$ cat config.mk
export PLATFORM = sky130hd
export DESIGN_NAME = rxto_supervisor
export DESIGN_NICKNAME = d
export VERILOG_FILES = /design/src/rtl/rxto_pkg.sv /design/src/rtl/rxto_watchdog.sv /design/src/rtl/rxto_restart.sv /design/src/rtl/rxto_supervisor.sv
export SDC_FILE = /design/constraint.sdc
export NUM_CORES = 1
export LEC_CHECK = 0
export ABC_AREA = 1
export ABC_CLOCK_PERIOD_IN_PS = 1930
export BUFFER_PORTS_ARGS = -buffer_cell sky130_fd_sc_hd__buf_2
export CAP_MARGIN = 20
export CORE_ASPECT_RATIO = 1.2
export CORE_MARGIN = 8
export CORE_UTILIZATION = 60
export CTS_CLUSTER_DIAMETER = 30
export CTS_CLUSTER_SIZE = 40
export DETAILED_ROUTE_END_ITERATION = 10
export PLACE_DENSITY_LB_ADDON = 0.25
export SYNTH_ARGS = -nofsm -noshare
export SYNTH_HDL_FRONTEND = slang
export SYNTH_SLANG_ARGS = --single-unit
$ cat constraint.sdc
create_clock -name clk -period 1.93 [get_ports clk]
set_input_delay 0 -clock clk [delete_from_list [all_inputs] [get_ports clk]]
set_output_delay 0 -clock clk [all_outputs]
set_load 0.005 [all_outputs]
$ cat src/rtl/rxto_pkg.sv
package rxto_pkg;
    localparam int unsigned CFG_W         = 8;
    localparam int unsigned WD_SCALE_LOG2 = 4;
    localparam int unsigned RS_SCALE_LOG2 = 2;
    localparam int unsigned NUM_WD        = 3;
    localparam int unsigned WD_CNT_W      = CFG_W + WD_SCALE_LOG2;
    localparam int unsigned RS_CNT_W      = CFG_W + RS_SCALE_LOG2;

    typedef struct packed {
        logic                armed;
        logic                flag;
        logic [CFG_W-1:0]    lim;
        logic [WD_CNT_W-1:0] cnt;
    } wd_state_t;

    typedef struct packed {
        logic                pending;
        logic                go;
        logic [RS_CNT_W-1:0] tgt;
        logic [RS_CNT_W-1:0] cnt;
    } rs_state_t;
endpackage

$ cat src/rtl/rxto_watchdog.sv
module rxto_watchdog
    import rxto_pkg::*;
(
    input  logic             clk,
    input  logic             rst_n,
    input  logic             tick,
    input  logic             start,
    input  logic             evt,
    input  logic             clr,
    input  logic [CFG_W-1:0] lim_in,
    output logic             flag
);
    wd_state_t d, q;
    logic [WD_CNT_W-1:0] lim_ticks;
    logic [WD_CNT_W-1:0] cnt_inc;

    assign lim_ticks = {q.lim, {WD_SCALE_LOG2{1'b0}}};
    assign cnt_inc   = q.cnt + 1'b1;

    always_comb begin
        d = q;
        if (start) begin
            d.armed = (lim_in != '0);
            d.lim   = lim_in;
            d.cnt   = '0;
            d.flag  = 1'b0;
        end else begin
            if (clr) d.flag = 1'b0;
            if (q.armed) begin
                if (evt) begin
                    d.armed = 1'b0;
                end else if (tick) begin
                    if (cnt_inc == lim_ticks) begin
                        d.flag  = 1'b1;
                        d.armed = 1'b0;
                        d.cnt   = '0;
                    end else begin
                        d.cnt = cnt_inc;
                    end
                end
            end
        end
    end

    always_ff @(posedge clk) begin
        if (!rst_n) q <= '0;
        else        q <= d;
    end

    assign flag = q.flag;


    flag_needs_limit_chk: assert property (@(posedge clk) disable iff (!rst_n)
        $rose(q.flag) |-> q.lim != '0);

    flag_on_tick_chk: assert property (@(posedge clk) disable iff (!rst_n)
        $rose(q.flag) |-> $past(tick));

    count_bound_chk: assert property (@(posedge clk) disable iff (!rst_n)
        q.armed |-> q.cnt < lim_ticks);

    event_disarms_chk: assert property (@(posedge clk) disable iff (!rst_n)
        q.armed && evt && !start |=> !q.armed && !$rose(q.flag));

    entry_clears_chk: assert property (@(posedge clk) disable iff (!rst_n)
        start |=> !q.flag);
endmodule

$ cat src/rtl/rxto_restart.sv
module rxto_restart
    import rxto_pkg::*;
(
    input  logic             clk,
    input  logic             rst_n,
    input  logic             tick,
    input  logic             req,
    input  logic [CFG_W-1:0] gap,
    output logic             go
);
    rs_state_t d, q;

    always_comb begin
        d    = q;
        d.go = 1'b0;
        if (!q.pending) begin
            if (req) begin
                d.pending = 1'b1;
                d.tgt     = {gap, {RS_SCALE_LOG2{1'b0}}};
                d.cnt     = '0;
            end
        end else if (tick) begin
            if (q.cnt == q.tgt) begin
                d.go      = 1'b1;
                d.pending = 1'b0;
            end else begin
                d.cnt = q.cnt + 1'b1;
            end
        end
    end

    always_ff @(posedge clk) begin
        if (!rst_n) q <= '0;
        else        q <= d;
    end

    assign go = q.go;


    go_after_tick_chk: assert property (@(posedge clk) disable iff (!rst_n)
        q.go |-> $past(tick));

    go_single_chk: assert property (@(posedge clk) disable iff (!rst_n)
        q.go |=> !q.go);

    busy_hold_chk: assert property (@(posedge clk) disable iff (!rst_n)
        q.pending && req |=> $stable(q.tgt));

    delay_bound_chk: assert property (@(posedge clk) disable iff (!rst_n)
        q.pending |-> q.cnt <= q.tgt);
endmodule

$ cat src/rtl/rxto_supervisor.sv
module rxto_supervisor
    import rxto_pkg::*;
(
    input  logic             clk,
    input  logic             rst_n,
    input  logic             bit_tick,
    input  logic             rx_enter,
    input  logic             ev_rssi,
    input  logic             ev_preamble,
    input  logic             ev_sync,
    input  logic [2:0]       flag_clr,
    input  logic             restart_req,
    input  logic [CFG_W-1:0] lim_rssi,
    input  logic [CFG_W-1:0] lim_preamble,
    input  logic [CFG_W-1:0] lim_sync,
    input  logic [CFG_W-1:0] restart_gap,
    output logic [2:0]       timeout_flag,
    output logic             restart_go
);
    logic [NUM_WD-1:0][CFG_W-1:0] lims;
    logic [NUM_WD-1:0]            evts;

    assign lims = {lim_sync, lim_preamble, lim_rssi};
    assign evts = {ev_sync, ev_preamble, ev_rssi};

    for (genvar i = 0; i < NUM_WD; i++) begin : g_wd
        rxto_watchdog i_wd (
            .clk    (clk),
            .rst_n  (rst_n),
            .tick   (bit_tick),
            .start  (rx_enter),
            .evt    (evts[i]),
            .clr    (flag_clr[i]),
            .lim_in (lims[i]),
            .flag   (timeout_flag[i])
        );
    end

    rxto_restart i_rs (
        .clk   (clk),
        .rst_n (rst_n),
        .tick  (bit_tick),
        .req   (restart_req),
        .gap   (restart_gap),
        .go    (restart_go)
    );
endmodule

# Word level (Yosys, flattened, before mapping)
# Index checks and enable logic that the tools add are counted.
[classes] n_addsub=4 n_eq_ne=6 muxes=32 bitwise_logic=5 n_reduce_logical=11
[op_table] operator="10-bit 2-to-1 mux" count=4
[op_table] operator="12-bit by 1-bit adder with 12-bit output, second input constant" count=3
[op_table] operator="12-bit equality test" count=3
[op_table] operator="12-bit 2-to-1 mux" count=3
[op_table] operator="2-bit 2-to-1 mux" count=14
[op_table] operator="8-bit nonzero test" count=3
[op_table] operator="3-bit AND reduction" count=5
[op_table] operator="1-bit 2-to-1 mux" count=11
[op_table] operator="10-bit by 1-bit adder with 10-bit output, second input constant" count=1
[op_table] operator="10-bit equality test" count=1
[op_table] operator="1-bit inverter" count=5
[op_table] operator="2-bit != test, second input constant" count=2
[op_table] operator="2-bit AND reduction" count=1
[op_table] operator="2-bit nonzero test" count=1
[op_table] operator="2-bit OR reduction" count=1
[word_totals] regBits=86 input_bits=43 output_inout_bits=4 elab_cells=74

# Logic depth before layout (Yosys ltp)
# Gate-level depths: netlist of the first run.
[logic_depth] ltp_word=7 depth_mapped=13 ltp_nobuf=13

# Hierarchy
# From an unflattened synthesis of the first run, not the netlist that was laid out.
[unflattened] hier_cells=787 hier_area_um2=5137.4
[by_module_without_submodules] mod="rxto_watchdog" instances=3 cells_each=205 area_each_um2=1325.0 seq_area_each_um2=440.4
[by_module_without_submodules] mod="rxto_restart" instances=1 cells_each=172 area_each_um2=1162.4 seq_area_each_um2=400.4

# Worst setup path after synthesis of the first run
# OpenSTA, ideal clock, no wires.
[synth_path] kind="reg2reg" startpoint="register g_wd[0].i_wd.q[1] in the netlist's numbering" endpoint="register g_wd[0].i_wd.q[1] in the netlist's numbering" setup_ns=0.132 arrival_time_ns=1.571 required_time_ns=1.798 slack_ns=0.227 path_stages_with_launch=13 n_path_buf=0 period_less_slack_ns=1.703 path_cell_list="dfxtp_1 -> ha_1 -> nand2_1 -> nor2_1 -> nand2_1 -> nand3_1 -> nand3_1 -> nor2_1 -> nand2_1 -> nor2_2 -> nand2_4 -> nand3_1 -> a21oi_1"
[synth_between] elab_chain_cells=3
[synth_rtl] element="start: declaration" line="rxto_watchdog.sv:13" source="wd_state_t d, q;"
[synth_rtl] element="start signal: assignment" line="rxto_watchdog.sv:46" source="if (!rst_n) q <= '0;"
[synth_rtl] element="start signal: assignment" line="rxto_watchdog.sv:47" source="else q <= d;"
[synth_rtl] element="12-bit by 1-bit adder with 12-bit output *" line="rxto_watchdog.sv:18" source="assign cnt_inc = q.cnt + 1'b1;"
[synth_rtl] element="12-bit equality test" line="rxto_watchdog.sv:33" source="if (cnt_inc == lim_ticks) begin"
[synth_rtl] element="12-bit 2-to-1 mux *" line="rxto_watchdog.sv:33"
# Every way passes the cells marked *; elsewhere a longest branch is shown, timed or not.
# A chain may end at the register's enable or synchronous reset.

# Worst setup path in the final report of the first run
[layout_path] startpoint="register g_wd[1].i_wd.q[0] in the netlist's numbering" endpoint="register g_wd[1].i_wd.q[1] in the netlist's numbering"
[layout_between] elab_chain_cells=3
[layout_rtl] element="start: declaration" line="rxto_watchdog.sv:13"
[layout_rtl] element="start signal: assignment" line="rxto_watchdog.sv:46"
[layout_rtl] element="start signal: assignment" line="rxto_watchdog.sv:47"
[layout_rtl] element="12-bit by 1-bit adder with 12-bit output *" line="rxto_watchdog.sv:18"
[layout_rtl] element="12-bit equality test" line="rxto_watchdog.sv:33"
[layout_rtl] element="12-bit 2-to-1 mux *" line="rxto_watchdog.sv:33"
# Marks and branches as above.

==> results.md, run 1 <==
* Syn Area/Cell at 6.49 sq um
* RSZ-0062 raised after global routing: true
* Inserted Diodes at 0
* Number of synthesized flops with an enable pin at 0
* Slew Viols, Final at 0
* Critical path's slowest cell: dfxtp_4
* CP Capture Type: flip-flop
* Nets at 925
* Num CTS Buffers at 9
* Hold WS at 0.0191 ns
* Final wirelength at 14400 microns
* Drt initial violations at 330
* Final setup TNS at 0 ns
* PwrDens at 583 nW/um^2
* Number of iterations in the first detailed-routing pass at 6
* I/O Pins at 47
* CP startpoint: g_wd[1].i_wd.q[0]
* Die Y at 116 microns
* Die Span X at 99.7 microns
* Maximum VDD drop at 0.000467 V
* Sequential area share after synthesis at 34.1%
* Layout Cells excl Fill at 993
* Fmax at 529 MHz
* Clock slew at reported path FFs at 0.09 ns
* Period utilization at 98.0%
* Leak at 2.45 nW
* Req. time, crit path at 2.20 ns
* Arrival time worst endpoint at 2.16 ns
* Max incr delay on CP at 0.37 ns
* Worst slew pin tran at 0.618 ns
* DRC violations left at 0
* Critical hold path startpoint: rst_n
* Reg2Reg Depth at 10
* Synthesized instance count at 778
* Syn Nets at 829
* Hold Crit Class: in -> reg
* Vias in the first global route at 5170
* Post-synth ARST share at 0%
* Core area at 8150 sq um
* First-pass GRT wire length at 23100 microns
* Total number of vias at 5527
* Antenna violations before repair at 0
* Vias/cell at 5.57
* Sink Count at 86
* Crit path time final at 1.89 ns
* Hold path depth at 5
* Max Buffers Root-to-Sink at 2
* GPL Wtd Cong at 0.960
* Wire per inst at 14.5 microns
* Initial Util at 61.9%
* Most used DFF post-synth: dfxtp_1
* Root Buffer: clkbuf_8
* Synth Register Bits at 86
* Endpoints failing hold at 0
* CP max FO at 5
* Largest net degree at the start of global routing at 35
* CTS tree: done
* Synth cell types at 36
* Cell Area, Synth at 5050 sq um
* Setup CP Type: reg -> reg
* # rows at 36
* Final setup violation count at 0
* Later-pin clock latency in the skew report at 0.38 ns
* Layout cells sized above 1 at 17.0%
* Area grow syn2layout at 24.1%
* PortBufs at 46
* Max-cap viol count at 0
* H-tree levels at 3
* Status: complete, no violations
* R2r setup slk at 0.04 ns
* Post-DP HPWL at 9280 microns
* Total congestion overflow at 0
* Total die area at 11600 sq um
* CP startpoint kind: flip-flop
* Worst R2R Start: g_wd[1].i_wd.q[0]
* GR Util All Layers at 24.4%
* Clock skew at 0.0133 ns
* Synth warnings at 0
* CP Cell Sequence: ha_4 -> buf_4 -> xnor2_1 -> nand4_1 -> nor2_2 -> nand2_1 -> nor2_4 -> nand2_2 -> nand3_1 -> a21oi_1
* Final antenna-violating net count at 0
* Max-slew headroom at 58.8%
* Placed Instances at 933
-- stage by stage --
step / worst slack, ns / utilization (%) / instance area [sq um] / total power, mW
3_5_place_dp: -0.113 / 67.0 / 5470 / 2.26
5_1_grt: -0.0613 / 76.8 / 6260 / 3.77
2_1_floorplan: 0.227 / - / 5050 / 2.12
6_report: 0.0387 / 76.8 / 6260 / 3.65
4_1_cts: 0.00634 / 74.7 / 6090 / 3.63
3_3_place_gp: -0.0142 / 67.0 / 5470 / 2.25
-- cells in the final DEF (no fill, tap or decap), types with 2 or more instances in the layout --
cell / instances
a21oi_1: 74
ha_1: 5
clkinv_1: 2
xor2_1: 10
nor3_4: 2
inv_1: 76
nand3b_1: 10
nand3_1: 70
nand2_2: 8
xnor3_1: 2
dfxtp_4: 3
clkbuf_8: 10
buf_4: 22
ha_4: 3
nand2_1: 226
o22ai_1: 2
buf_2: 46
nor2_1: 70
dfxtp_1: 73
nor3b_1: 2
nor2_2: 6
xnor2_1: 4
nor2_4: 15
nor3_1: 8
dfxtp_2: 10
clkinvlp_4: 3
o21a_1: 2
nor4_1: 6
nand2_4: 3
dlygate4sd3_1: 39
o21ai_0: 36
nand3_2: 9
nand4_1: 11
-- synthesized netlist by cell type, types with 2 or more instances --
cell type / instances / share of area (%)
o21ai_0: 36 / 3.6
xnor2_1: 4 / 0.69
buf_4: 5 / 0.74
nor2_1: 77 / 5.7
ha_1: 8 / 2.0
nor3_4: 2 / 0.64
nand2_1: 229 / 17
nor4_1: 6 / 0.74
inv_1: 76 / 5.7
buf_2: 2 / 0.20
o22ai_1: 2 / 0.25
nor3_1: 8 / 0.79
clkinv_1: 2 / 0.15
nand2_4: 2 / 0.45
nand2_2: 4 / 0.50
nand3b_1: 10 / 1.5
xnor3_1: 2 / 0.89
nor3b_1: 2 / 0.30
dfxtp_1: 86 / 34
nand3_1: 75 / 7.4
xor2_1: 10 / 1.7
nand4_1: 11 / 1.4
nor2_4: 7 / 1.6
a21oi_1: 74 / 7.3
o21a_1: 2 / 0.30
nor2_2: 7 / 0.87
nand3_2: 4 / 0.79
clkbuf_1: 17 / 1.3
-- path summary, 6_finish.rpt --
| path | end |
|---|---|
| max | g_wd[1].i_wd.q[1] |
| min | g_wd[2].i_wd.q[0] |
| max reg2reg | g_wd[1].i_wd.q[1] |
| min reg2reg | g_wd[0].i_wd.flag |
-- metal layers --
| metal | wire (microns) | GRT usage (%) | up-vias |
|---|---|---|---|
| li1 | - | - | 2715 |
| met1 | 5560 | 26.7 | 2505 |
| met2 | 7390 | 43.5 | 242 |
| met3 | 872 | 3.40 | 65 |
| met4 | 614 | 15.3 | 0 |
| met5 | 0 | 0 | - |
-- worst max-delay path: cells and delay by family, from the launching register on --
kind	cells	cell delay (ns)
AO/OA/AOI/OAI	1	0.06
AND/OR/NAND/NOR	6	0.81
buffers and inverters	1	0.13
adder cells (fa/ha/maj)	1	0.17
XOR/XNOR	1	0.25
flip-flops	1	0.37
-- sequential cells by signal, summed over array words and instances (netlist names) --
signal and cells:
i_rs.q 19, i_rs.go 1, g_wd.i_wd.flag 3, g_wd.i_wd.lim_ticks 24
g_wd.i_wd.q 39
-- power breakdown --
part	internal (mW)	leakage (nW)	switching (mW)
sequential	1.83	0.710	0.0368
clock	0.640	0.0951	0.705
combinational	0.190	1.64	0.254
-- kinds of logic after synthesis --
family,count (synthesis),synth area share (%)
and+or+nand+nor,446,40.0
xor gates and xnor gates,17,3.79
DFF,86,34.1
buffers and inverters,105,8.38
adders and majority gates,8,1.98
AOI/OAI and AO/OA,116,11.7
-- timing repair --
item / 4_1_cts / 5_1_grt
setup endpoints to repair: 17 / 37
hold buffers: 39 / 0
resized for setup: 7 / 41
buffers inserted: 0 / 3
hold endpoints to repair: 39 / 0
cloned: 0 / 2
pin swaps: 1 / 8
-- area by class of cell --
cell class | count | area [sq um]
clock inverter | 6 | 70.1
clock buffer | 10 | 138
fill | 583 | 1890
timing repair buffer | 109 | 817
inverter | 79 | 297
sequential | 86 | 1750
tap | 114 | 143
multi-input combinational | 589 | 3050
(Power assumes the default switching activity.)
==> run 2, diff against run 1 <==
SETUP_SLACK_MARGIN = 0.1   (was not set)
==> run 2 against run 1 <==
Effect of this change:
- sequential share of layout area shrank 1.7 points
- worst hold slack gained 0.037 ns
- utilization grew 6.5 points
- final cell count grew 1.9%
- design area grew 8.4%
- setup slack lost 0.0064 ns
- clock power is essentially flat
- die area is the same
- maximum frequency shrank 0.34%
- combinational power grew 6.5%
- wire length grew 13%
- sequential power is essentially flat
==> results.md, run 2 (synthesized netlist as in run 1, its figures left out) <==
* Maximum VDD drop at 0.000447 V (-4.2%)
* Antenna violations before repair at 0 (unchanged)
* Hold Crit Class: in -> reg
* Req. time, crit path at 2.23 ns (+0.03 ns)
* Reg2Reg Depth at 13 (+3)
* PwrDens at 542 nW/um^2 (-7.1%)
* Core area at 8150 sq um (unchanged)
* Levels on crit path at 13 (+3)
* P_int at 2.65 mW (-0.17%)
* Hold path depth at 4 (-1)
* CP bufs+invs at 4 (+3)
* Period utilization at 98.3% (+0.33 points)
* Commonest non-fill, non-tap cell in the layout: nand2_1
* Final setup violation count at 0 (unchanged)
* Fmax at 527 MHz (-0.34%)
* H-tree levels at 3 (unchanged)
* Final wirelength at 16300 microns (+13%)
* Max Buffers Root-to-Sink at 2 (unchanged)
* Initial Util at 61.9% (unchanged)
* Nets at 944 (+2.1%)
* Max-cap viol count at 0 (unchanged)
* CTS tree: done
* Pre-CTS setup slack at -0.113 ns (unchanged)
* Largest net degree at the start of global routing at 35 (unchanged)
* Crit path time final at 1.90 ns (+0.00643 ns)
* Root Buffer: clkbuf_8
* Sequential power share at 50.4% (-0.6 points)
* RSZ-0062 raised after global routing: true
* Layout cells sized above 1 at 28.2% (+11 points)
* Later-pin clock latency in the skew report at 0.38 ns (about the same)
* Max-slew headroom at 56.0% (-2.8 points)
* Total die area at 11600 sq um (unchanged)
* Num CTS Buffers at 9 (unchanged)
* Max incr delay on CP at 0.37 ns (about the same)
* Sw Share at 28.0% (+0.70 points)
* Post-DP HPWL at 9280 microns (unchanged)
* Area grow syn2layout at 34.5%
* Wire per inst at 16.1 microns (+11%)
* Final worst setup slack at 0.0322 ns (-0.00643 ns)
* Leak at 2.62 nW (+7.2%)
* Most frequent cells in the layout: nand2_1, inv_1, a21oi_1
* Switching pwr at 1.03 mW (+3.4%)
* Number of iterations in the first detailed-routing pass at 7 (+1)
* Fillcell total at 475 (-19%)
* Slew Viols, Final at 0 (unchanged)
* Clock power share at 36.8% (about the same)
* Endpoints failing hold at 0 (unchanged)
* Clock slew at reported path FFs at 0.09 ns (about the same)
* Hold WS at 0.0559 ns (+0.0369 ns)
* Biggest register: g_wd.i_wd.q
* Clock skew at 0.0126 ns (-0.000697 ns)
* Worst slew pin tran at 0.659 ns (+0.0415 ns)
* First-pass GRT wire length at 23300 microns (+1.1%)
* CP max FO at 6 (+1)
* Placed cell area at 5470 sq um (unchanged)
* Die Span X at 99.7 microns (unchanged)
* Setup CP Type: reg -> reg
* DRC violations left at 0 (unchanged)
* Critical path's slowest cell: dfxtp_2
* Drt initial violations at 420 (+27%)
* Final antenna-violating net count at 0 (unchanged)
* CP startpoint kind: flip-flop
* Total number of vias at 5847 (+5.8%)
* Status: complete, no violations
* GPL Wtd Cong at 0.960 (unchanged)
* Sink Count at 86 (unchanged)
* Arrival time worst endpoint at 2.20 ns (+0.04 ns)
* Crit path max-delay family: simple AND/OR/NAND/NOR gates
* Vias/cell at 5.78 (+3.8%)
* Finished layout cell area at 6790 sq um (+8.4%)
* # rows at 36 (unchanged)
* Die Y at 116 microns (unchanged)
* CP Cell Sequence: buf_6 -> inv_1 -> nor2_4 -> buf_6 -> nand4_1 -> nand2_1 -> nand2_1 -> nand2_2 -> nor2_4 -> buf_4 -> nand2_8 -> nand3_2 -> a21oi_1
* Vias in the first global route at 5205 (+0.68%)
* Inserted Diodes at 0 (unchanged)
* Max FFs per register at 39 (unchanged)
* PortBufs at 46 (unchanged)
* Total congestion overflow at 0 (unchanged)
* Gate power share at 12.9% (+0.7 points)
* GR Util All Layers at 24.7% (+0.34 points)
* CP Capture Type: flip-flop
* I/O Pins at 47 (unchanged)
run 2: changes by cell type in the layout (fill, tap and decap cells not counted), sizes merged:
cell	before	now
buf	70	88
nand2	237	238
run 2: path summary, 6_finish.rpt:
kind                         startpoint                    endpoint  slack, ns
max                   g_wd[2].i_wd.q[0]           g_wd[2].i_wd.q[1]       0.03
min reg2reg  g_wd[0].i_wd.lim_ticks[10]  g_wd[0].i_wd.lim_ticks[10]       0.48
min                            bit_tick          g_wd[2].i_wd.q[21]       0.06
max reg2reg           g_wd[2].i_wd.q[0]           g_wd[2].i_wd.q[1]       0.03
run 2: final cells by class:
class | instances | area, sq um | area share (%)
multi-input combinational | 590 | 3400 | 50.0
sequential | 86 | 1780 | 26.2
inverter | 79 | 297 | 4.37
clock buffer | 10 | 138 | 2.03
timing repair buffer | 127 | 972 | 14.3
clock inverter | 6 | 70.1 | 1.03
tap | 114 | 143 | 2.10
run 2: worst reg2reg max path, cell delays in order, from the launching register on:
cell	delay [ns]
dfxtp_2	0.37
buf_6	0.12
inv_1	0.07
nor2_4	0.20
buf_6	0.14
nand4_1	0.15
nand2_1	0.12
nand2_1	0.08
nand2_2	0.09
nor2_4	0.04
buf_4	0.15
nand2_8	0.08
nand3_2	0.07
a21oi_1	0.14
run 2: timing repair:
item	4_1_cts	5_1_grt
gates resized for setup	24	136
pin swaps	8	59
endpoints found under the setup margin	33	45
hold buffers	39	0
setup buffers	1	19
gates cloned	1	3
endpoints found under the hold margin	39	0
run 2: power by group through the flow:
stage | Sequential, mW | Clock [mW] | Combinational [mW]
2_1_floorplan | 1.90 | 0 | 0.229
3_3_place_gp | 1.90 | 0 | 0.346
3_5_place_dp | 1.91 | 0 | 0.357
4_1_cts | 1.86 | 1.35 | 0.427
5_1_grt | 1.86 | 1.42 | 0.514
6_report | 1.85 | 1.35 | 0.474
run 2: per-stage QoR:
step | power, mW | setup TNS (ns) | utilization, % | std cells
after detailed placement | 2.26 | -0.961 | 67.0 | 933
final | 3.68 | 0 | 83.3 | 1012
after global placement | 2.25 | -0.0466 | 67.0 | 933
after CTS | 3.64 | 0 | 75.6 | 990
after floorplan | 2.12 | 0 | - | 778
after global routing | 3.80 | -0.497 | 83.3 | 1012
run 2: layer usage:
metal | GRT usage (%) | wire length (microns)
met5 | 0 | 0
met4 | 15.8 | 813
met3 | 3.52 | 1160
met2 | 43.7 | 8310
met1 | 27.3 | 5990
==> run 3, diff against run 2 <==
SYNTH_HIERARCHICAL = 1   (was not set)
==> run 3 against run 2 <==
Effect of this change:
- via count is 0.51% lower
- clock power hardly changed
- die area is 1.5% higher
- sequential share of layout area is 0.091 points higher
- flip-flop and latch count stayed put
- largest cell class unchanged
==> results.md, run 3 <==
* Status: complete, no violations
* Pre-CTS setup slack at -0.0298 ns (+0.0833 ns)
* GR Util All Layers at 23.9% (-0.81 points)
* I/O Pins at 47 (unchanged)
* Leak at 2.62 nW (-0.24%)
* Total congestion overflow at 0 (unchanged)
* CTS tree: done
* Synth cell count leaders: nand2_1, nand3_1, inv_1, dfxtp_1, a21oi_1
* Die Y at 117 microns (+0.76%)
* Max-cap viol count at 0 (unchanged)
* Maximum VDD drop at 0.000504 V (+13%)
* Later-pin clock latency in the skew report at 0.37 ns (about the same)
* Area grow syn2layout at 30.8%
* CP startpoint kind: flip-flop
* Initial Util at 60.6% (-1.3 points)
* Num CTS Buffers at 9 (unchanged)
* Final antenna-violating net count at 0 (unchanged)
* CP startpoint: g_wd[2].i_wd/q[0]
* Root Buffer: clkbuf_8
* Vias in the first global route at 5428 (+4.3%)
* PwrDens at 554 nW/um^2 (+2.2%)
* Max-slew headroom at 49.8% (-6.2 points)
* Hold WS at 0.0283 ns (-0.0276 ns)
* Total die area at 11800 sq um (+1.5%)
* CP Capture Type: flip-flop
* CP max FO at 5 (-1)
* Synth Register Bits at 86 (unchanged)
* Count leader, synth: nand2_1
* Clock slew at reported path FFs at 0.09 ns (about the same)
* Fmax at 520 MHz (-1.3%)
* Arrival time worst endpoint at 2.14 ns (-0.06 ns)
* Final wirelength at 15700 microns (-3.3%)
* Final setup violation count at 0 (unchanged)
* Core area at 8470 sq um (+3.9%)
* DRC violations left at 0 (unchanged)
* Slew Viols, Final at 0 (unchanged)
* Syn Nets at 835 (+0.72%)
* Commonest non-fill, non-tap cell in the layout: nand2_1
* Max FFs per register at 39 (unchanged)
* Fillcell total at 583 (+23%)
* Hold Crit Class: in -> reg
* GPL Wtd Cong at 0.894 (-6.8%)
* Largest net degree at the start of global routing at 31 (-11%)
* Top cell type by total area after synthesis: dfxtp_1
* Synthesized instance count at 787 (+1.2%)
* Most frequent cells in the layout: nand2_1, inv_1, a21oi_1
* Max Buffers Root-to-Sink at 2 (unchanged)
* First-pass GRT wire length at 23400 microns (+0.18%)
* Synth cell types at 32 (-11%)
* Layout cells sized above 1 at 26.7% (-1.5 points)
* Die Span X at 100 microns (+0.74%)
* Post-DP HPWL at 9290 microns (+0.18%)
* Sequential area share after synthesis at 33.5% (-0.59 points)
* Biggest register: g_wd.i_wd/q
* H-tree levels at 3 (unchanged)
* Total number of vias at 5817 (-0.51%)
* RSZ-0062 raised after global routing: true
* Worst slew pin tran at 0.752 ns (+0.0930 ns)
* Number of iterations in the first detailed-routing pass at 5 (-2)
* Number of synthesized flops with an enable pin at 0 (unchanged)
* Vias/cell at 5.72 (-1.0%)
* Synth warnings at 6 (+6)
* Most used DFF post-synth: dfxtp_1
* Antenna violations before repair at 1 (+1)
* Cell Area, Synth at 5140 sq um (+1.8%)
* Period utilization at 99.6% (+1.3 points)
* Req. time, crit path at 2.15 ns (-0.08 ns)
* Final worst setup slack at 0.00738 ns (-0.0249 ns)
* Worst R2R Start: g_wd[2].i_wd/q[0]
* PortBufs at 46 (unchanged)
* Crit path time final at 1.92 ns (+0.0249 ns)
* Post-synth ARST share at 0% (unchanged)
* Syn Area/Cell at 6.53 sq um (+0.60%)
* Clock skew at 0.0118 ns (-0.000781 ns)
* Setup CP Type: reg -> reg
* Drt initial violations at 285 (-32%)
* Nets at 942 (-0.21%)
* Top cells by area, synth: dfxtp_1, nand2_1, nand3_1
* Top cell type's share of synthesized area at 33.5% (-0.59 points)
* Sink Count at 86 (unchanged)
* # rows at 37 (+2.8%)
* Wire per inst at 15.5 microns (-3.8%)
* Endpoints failing hold at 0 (unchanged)
* Critical hold path startpoint: lim_preamble[3]
-- run 3: cell count changes after synthesis, moves of 4 or more --
cell      before  now
nor2_1        77   48
nand3_1       75   95
inv_1         76   94
a21oi_1       74   84
clkbuf_1      17   10
nand2_1      229  223
nor2_2         7   13
o21ai_0       36   41
nor3_1         8    4
xor2_1        10    6
-- run 3: path summary, 6_finish.rpt --
check	endpoint	cells past startpoint	slack [ns]
setup / recovery	g_wd[2].i_wd/q[1]	12	0.007
hold / removal	g_wd[1].i_wd/lim_ticks[7]	3	0.03
setup reg to reg	g_wd[2].i_wd/q[1]	12	0.007
hold reg to reg	g_wd[2].i_wd/flag	2	0.47
-- run 3: layout make-up --
cell class                 instances  area [sq um]  share of cell area [%]
tap                              117           146                    2.18
clock inverter                     4          53.8                   0.800
clock buffer                      12           155                    2.31
multi-input combinational        589          3410                    50.8
antenna                            1          2.50                  0.0372
timing repair buffer             108           810                    12.0
inverter                         100           375                    5.58
sequential                        86          1770                    26.3
-- run 3: per-layer routing --
layer,track usage (%),up-vias,wire length [microns]
met5,0,-,0
li1,-,2789,-
met1,26.5,2695,6030
met2,41.3,268,8050
met4,12.8,0,707
met3,4.97,65,962
-- run 3: kinds of logic after synthesis --
group                      after synthesis  share of synthesized area (%)
DFF                                     86                           33.5
AOI/OAI and AO/OA                      128                           12.7
xor gates and xnor gates                12                           2.85
and+or+nand+nor                        441                           41.0
buffers and inverters                  115                           8.67
adders and majority gates                5                           1.22
-- run 3: stage by stage --
stage / instance area, sq um / util, % / instances / TNS (ns) / total power, mW
finish: 6720 / 79.3 / 1017 / 0 / 3.72
global route: 6720 / 79.3 / 1017 / -2.00 / 3.85
CTS: 6160 / 72.7 / 997 / 0 / 3.71
detailed placement: 5500 / 64.9 / 942 / -0.293 / 2.30
global placement: 5500 / 64.9 / 942 / 0 / 2.29
floorplan: 5140 / - / 787 / 0 / 2.17
-- run 3: critical path, stage by stage, from the launching register on --
cell	delay [ns]
dfxtp_2	0.37
ha_4	0.19
nand3_4	0.11
nor2_4	0.14
nand3b_1	0.12
nand2_1	0.11
nand2_1	0.07
nand2_1	0.09
nand2_2	0.08
nor2_4	0.22
nand2_4	0.13
nand3_2	0.08
a21oi_1	0.06
-- run 3: repair_timing --
item / in CTS / in global routing
hold buffers: 38 / 0
pin swaps: 3 / 49
setup buffers: 1 / 16
resized for setup: 17 / 121
endpoints found under the setup margin: 34 / 36
endpoints found under the hold margin: 38 / 0
gates cloned: 0 / 3
-- run 3: where the power goes --
part	internal [mW]	switching [mW]
clock	0.675	0.686
sequential	1.82	0.0405
combinational	0.203	0.297
